<file path="src/rtl/bank_irq_decoder.sv">
module bank_irq_decoder (
  input  logic        clk,
  input  logic        rst_n,
  input  logic        cpu_ce,
  input  logic        wr_en,
  input  logic [15:0] wr_addr,
  input  logic [7:0]  wr_data,
  output logic [19:0] prg_banks,
  output logic [63:0] chr_banks,
  output logic        mirror,
  output logic        irq
);
  localparam int PRG_N = 4;
  localparam int PRG_W = 5;
  localparam int CHR_N = 8;
  localparam int CHR_W = 8;
  localparam int CNT_W = 16;

  logic [CNT_W-1:0] latch_q, cnt_q;
  logic [2:0]       en_q;
  logic [3:0]       sel_q;
  logic             mir_q, irq_q;

  wire [3:0] region   = wr_addr[15:12];
  wire       wr_latch = wr_en && region[3:2] == 2'b10;
  wire       wr_c     = wr_en && region == 4'hC;
  wire       wr_d     = wr_en && region == 4'hD;
  wire       wr_e     = wr_en && region == 4'hE;
  wire       wr_f     = wr_en && region == 4'hF;
  wire [1:0] f_sub    = wr_addr[11:10];
  wire       tick     = en_q[1] && cpu_ce && !wr_c;
  wire       wrap     = tick && cnt_q == {CNT_W{1'b1}};

  always_ff @(posedge clk) begin
    if (!rst_n) begin
      latch_q <= '0;
      cnt_q   <= '0;
      en_q    <= '0;
      sel_q   <= '0;
      mir_q   <= 1'b0;
      irq_q   <= 1'b0;
    end else begin
      if (wr_latch) latch_q[{region[1:0], 2'b00} +: 4] <= wr_data[3:0];
      if (wr_c) en_q <= wr_data[2:0];
      else if (wr_d) en_q[1] <= en_q[0];
      if (wr_e) sel_q <= wr_data[3:0];
      if (wr_f && f_sub == 2'b10) mir_q <= wr_data[0];
      if (wr_c) begin
        if (wr_data[1]) cnt_q <= latch_q;
      end else if (tick) begin
        cnt_q <= wrap ? latch_q : cnt_q + 1'b1;
      end
      if (wr_c || wr_d) irq_q <= 1'b0;
      else if (wrap)    irq_q <= 1'b1;
    end
  end

  for (genvar i = 0; i < PRG_N; i++) begin : g_prg
    logic [PRG_W-1:0] bank_q;
    always_ff @(posedge clk) begin
      if (!rst_n) bank_q <= '0;
      else if (wr_f) begin
        if (sel_q == 4'(i + 1)) bank_q[3:0] <= wr_data[3:0];
        if (f_sub == 2'b00 && wr_addr[1:0] == 2'(i)) bank_q[4] <= wr_data[4];
      end
    end
    assign prg_banks[PRG_W*i +: PRG_W] = bank_q;
  end

  for (genvar j = 0; j < CHR_N; j++) begin : g_chr
    logic [CHR_W-1:0] bank_q;
    always_ff @(posedge clk) begin
      if (!rst_n) bank_q <= '0;
      else if (wr_f && f_sub == 2'b11 && wr_addr[2:0] == 3'(j)) bank_q <= wr_data;
    end
    assign chr_banks[CHR_W*j +: CHR_W] = bank_q;
  end

  assign mirror = mir_q;
  assign irq    = irq_q;

  a_r4_irq_on_wrap: assert property (@(posedge clk) disable iff (!rst_n)
    $rose(irq_q) |-> $past(cnt_q) == {CNT_W{1'b1}} && $past(cpu_ce));
  a_r3_reload: assert property (@(posedge clk) disable iff (!rst_n)
    (wr_en && wr_addr[15:12] == 4'hC && wr_data[1]) |=> cnt_q == $past(latch_q));
  a_r5_ack_clears: assert property (@(posedge clk) disable iff (!rst_n)
    (wr_en && (wr_addr[15:12] == 4'hC || wr_addr[15:12] == 4'hD)) |=> !irq);
  a_r11_idle_hold: assert property (@(posedge clk) disable iff (!rst_n)
    (!cpu_ce && !wr_en) |=> $stable(cnt_q) && $stable(irq));
  a_r8_mirror_hold: assert property (@(posedge clk) disable iff (!rst_n)
    !(wr_en && wr_addr[15:10] == 6'b111110) |=> $stable(mirror));
  a_r10_low_ignored: assert property (@(posedge clk) disable iff (!rst_n)
    (wr_en && !wr_addr[15] && !cpu_ce) |=> $stable(prg_banks) && $stable(chr_banks) && $stable(cnt_q));
endmodule

</file>
<file path="config.mk">
export PLATFORM = sky130hd
export DESIGN_NAME = bank_irq_decoder
export DESIGN_NICKNAME = d
export VERILOG_FILES = /design/src/rtl/bank_irq_decoder.sv
export SDC_FILE = /design/constraint.sdc
export NUM_CORES = 1
export LEC_CHECK = 0
export CAP_MARGIN = 10
export CELL_PAD_IN_SITES_DETAIL_PLACEMENT = 1
export CELL_PAD_IN_SITES_GLOBAL_PLACEMENT = 1
export CORE_ASPECT_RATIO = 0.5
export CORE_UTILIZATION = 41
export DETAILED_ROUTE_END_ITERATION = 10
export PLACE_DENSITY = 0.95
export SLEW_MARGIN = 15
export SYNTH_ARGS = -nofsm -noshare
export SYNTH_HDL_FRONTEND = slang
export SYNTH_SLANG_ARGS = --single-unit
export TNS_END_PERCENT = 30
</file>
<file path="constraint.sdc">
create_clock -name clk -period 3 [get_ports clk]
set_input_delay 0.3 -clock clk [delete_from_list [all_inputs] [get_ports clk]]
set_output_delay 0.3 -clock clk [all_outputs]
set_load 0.005 [all_outputs]
</file>
==> impl_metrics.env <==
export IMPL_outcome="completed"
export IMPL_final_common_cell="dfxtp_1"
export IMPL_worst_pin_slew_ns=0.970
export IMPL_gp_congestion=0.917
export IMPL_clock_insertion_delay_worst_skew_ns=0.42
export IMPL_finish_cell_count_without_fillers=847
export IMPL_max_cap_violations=0
export IMPL_tritoncts_clock_tree="yes"
export IMPL_critical_path_top_delay_family="buffers and inverters"
export IMPL_cts_repair_resize_count=0
export IMPL_timing_final_setup_violations=0
export IMPL_critical_setup_path_class="input port to flip-flop"
export IMPL_highest_count_cells_in_the_layout_ignoring_fill_and_taps="124 x dfxtp_1, 106 x clkdlybuf4s50_1, 98 x nor2_1"
export IMPL_netlist_area_leader_share_pct=47.1
export IMPL_total_count_of_max_transition_violations_in_the_final_report=0
export IMPL_post_place_cells=815
export IMPL_antenna_violating_nets_post_route=0
export IMPL_initial_utilization_pct=43.3
export IMPL_ff_to_ff_start="cnt_q[0]"
export IMPL_relSlewSlack_pct=35.1
export IMPL_crit_chain="clkdlybuf4s50_1, inv_1, ha_1, nand4_2, mux2i_4, o21ai_0, a211oi_1"
export IMPL_worstHoldStart="latch_q[4]"
export IMPL_rsz0062_at_grt="no"
export IMPL_post_synth_cell_area_avg_um2=9.23
export IMPL_sw_frac_of_total_pct=24.7
export IMPL_max_incr_delay_on_cp_ns=0.62
export IMPL_ys_warnings_count=0
export IMPL_power_density_nw_per_um2=551
export IMPL_vias=4870
export IMPL_leakage_uw=0.00258
export IMPL_synth_flop_cell="dfxtp_1"
export IMPL_hold_path_cell_count=2
export IMPL_placement_io_buffers=106
export IMPL_maxClockFrequency_ghz=0.409
export IMPL_grtUsageTotal_pct=28.5
export IMPL_seq_power_share_pct=42.3
export IMPL_detail_route_drc_violations=0
export IMPL_avgRoutedWirePerCell_um=21.8
export IMPL_cellInternalPower_uw=2940
export IMPL_io_pins=114
export IMPL_path_max_fanout=17
export IMPL_synthDistinctLibCells=58
export IMPL_detail_route_vias_per_cell=5.75
export IMPL_fin_nets=702
export IMPL_peakVddDrop_uv=326
export IMPL_pre_cts_ws_ns=0.246
export IMPL_holdPathEnd="latch_q[4]"
export IMPL_synth_net_count=604
export IMPL_crit_arrival_ns=2.77
export IMPL_synth_sequential_area_ratio_pct=47.1
export IMPL_crit_start="wr_addr[12]"
export IMPL_drt_pass1_iterations=5
export IMPL_hold_violations=0
export IMPL_num_rows=28
export IMPL_ant_diodes=0
export IMPL_wl_um=18500
export IMPL_async_set_or_reset_flop_fraction_in_the_synthesized_netlist_pct=0
export IMPL_synth_ff_latch_count=124
export IMPL_combinationalPowerShare_pct=4.0
export IMPL_tritoncts_num_buffers=17
export IMPL_path_buf_inv=2
export IMPL_die_area_um2=13300
export IMPL_synth_edff_count=0
export IMPL_area_growth_syn_to_layout_pct=34.4
export IMPL_worstSetupEndpointType="flip-flop"
export IMPL_worstSetupStartpointType="input port"
export IMPL_power_share_clock_pct=53.6
export IMPL_min_period_over_period_pct=81.6
export IMPL_final_min_clock_period_ns=2.45
export IMPL_hold_path_class="flip-flop to flip-flop"
export IMPL_cts_root_buffer="clkbuf_16"
export IMPL_first_global_vias=5121
export IMPL_busiest_layer="met2"
export IMPL_number_of_cells_on_the_worst_reg_to_reg_path=5
export IMPL_dr_first_iter_drc_count=260
export IMPL_worst_setup_hold_path_clk_slew_ns=0.06
export IMPL_drive_above_1_share_pct=9.53
export IMPL_number_of_antenna_violations_at_the_first_check_in_global_routing=0
export IMPL_global_route_usage_met3_pct=8.64
export IMPL_syn_instance_count=571
export IMPL_netSwitchingPower_uw=963
export IMPL_floorplan_core_area_um2=12200
export IMPL_cts_root_to_sink_buffers=2
export IMPL_dp_final_hpwl_um=11800
export IMPL_gr_usage_met1_pct=30.3
export IMPL_setup_total_negative_slack_ns=0
export IMPL_worst_endpoint_required_ns=3.32
export IMPL_timing_reg2reg_setup_slack_ns=0.60
export IMPL_die_w_um=162
export IMPL_grt_pass1_wl_um=28300
export IMPL_clock_sink_count=124
export IMPL_finalClockSkew_ns=0.00833
export IMPL_synth_top_cell_by_area="dfxtp_1"
export IMPL_layout_setup_ws_ns=0.553
export IMPL_grtUsageMet2_pct=51.8
export IMPL_cts_hold_repair_buffers=0
export IMPL_syn_area_um2=5270
export IMPL_global_route_overflow_total=0
export IMPL_netlist_top_cells_area="dfxtp_1 47%, mux2i_1 15%, nor2_1 7.0%"
export IMPL_post_cts_repair_setup_buffers=0
export IMPL_timing_critical_path_slowest_stage_cell="mux2i_4"
export IMPL_floorplan_die_height_um=82.2
export IMPL_reg2reg_to="cnt_q[7]"
export IMPL_cts_htree_levels=4
export IMPL_grt_start_max_net_pins=53
-- how the worst max path moves through the flow --
| stage | endpoint | slack (ns) | cells after the start |
|---|---|---|---|
| finish | cnt_q[5] | 0.55 | 7 |
| global route | cnt_q[5] | 0.41 | 7 |
| CTS | cnt_q[5] | 0.62 | 7 |
| detailed placement | cnt_q[5] | 0.25 | 7 |
| global placement | cnt_q[5] | 0.35 | 7 |
| floorplan | cnt_q[15] | 1.09 | 6 |
-- power groups by stage --
stage	registers [µW]	clock network [µW]	logic [µW]
final	1650	2090	158
after global routing	1650	2180	166
after CTS	1650	2100	155
after detailed placement	1690	0	151
after global placement	1690	0	148
after floorplan	1690	0	82.3
-- cell type report --
type | instances | area [µm²]
inverter | 5 | 20.0
clock buffer | 18 | 429
fill | 1321 | 5080
tap | 165 | 206
timing repair buffer | 120 | 1190
clock inverter | 14 | 158
sequential | 124 | 2480
multi-input combinational | 401 | 2590
-- worst min-delay path, stage by stage, from the launching register on --
cell and delay, ns:
dfxtp_1 0.32, nand2_1 0.06, a21oi_1 0.05
-- flip-flops by register name (all words and copies together), names as in the netlist --
signal / flops
mirror: 1
sel_q: 4
g_prg.bank_q: 20
latch_q: 16
irq: 1
cnt_q: 16
g_chr.bank_q: 64
en_q: 2
-- logic make-up after synthesis --
logic type	count (synthesis)	share of synthesized area, %
AO/OA/AOI/OAI	84	10.4
adder cells (fa/ha/maj)	5	1.19
multiplexers	81	15.6
buffers and inverters	46	3.85
AND/OR/NAND/NOR	231	21.8
flip-flops	124	47.1
-- through the flow --
stage / power, µW / utilization [%] / instance area, µm² / hold slack, ns
CTS: 3910 / 58.2 / 7080 / 0.470
finish: 3900 / 58.2 / 7080 / 0.472
floorplan: 1770 / - / 5270 / 0.429
global route: 3990 / 58.2 / 7080 / 0.489
detailed placement: 1840 / 53.4 / 6490 / 0.454
global placement: 1840 / 53.4 / 6490 / 0.442
-- synth_stat cells (3+ instances only) --
cell        n
a21oi_1    30
mux2i_1    80
nor3b_1     6
a31oi_1     7
nor2_1     98
ha_1        5
nand3_1    31
a41oi_1     3
inv_1       4
nor2b_1     4
a22oi_1     9
clkbuf_1   27
nand4_1     8
buf_2       8
buf_4       3
and3_1      6
a211oi_1    3
and4_1      4
nor3_1      9
dfxtp_1   124
nand2_1    42
o21ai_0    11
nor4_1      4
-- routing by layer --
| metal | up-vias | share of wire (%) | routed length (µm) |
|---|---|---|---|
| li1 | 2232 | - | - |
| met1 | 2418 | 40 | 7330 |
| met4 | 0 | 3.1 | 575 |
| met5 | - | 0 | 0 |
| met2 | 175 | 51 | 9500 |
| met3 | 45 | 5.8 | 1080 |
Power figures use the tool's default switching activity.
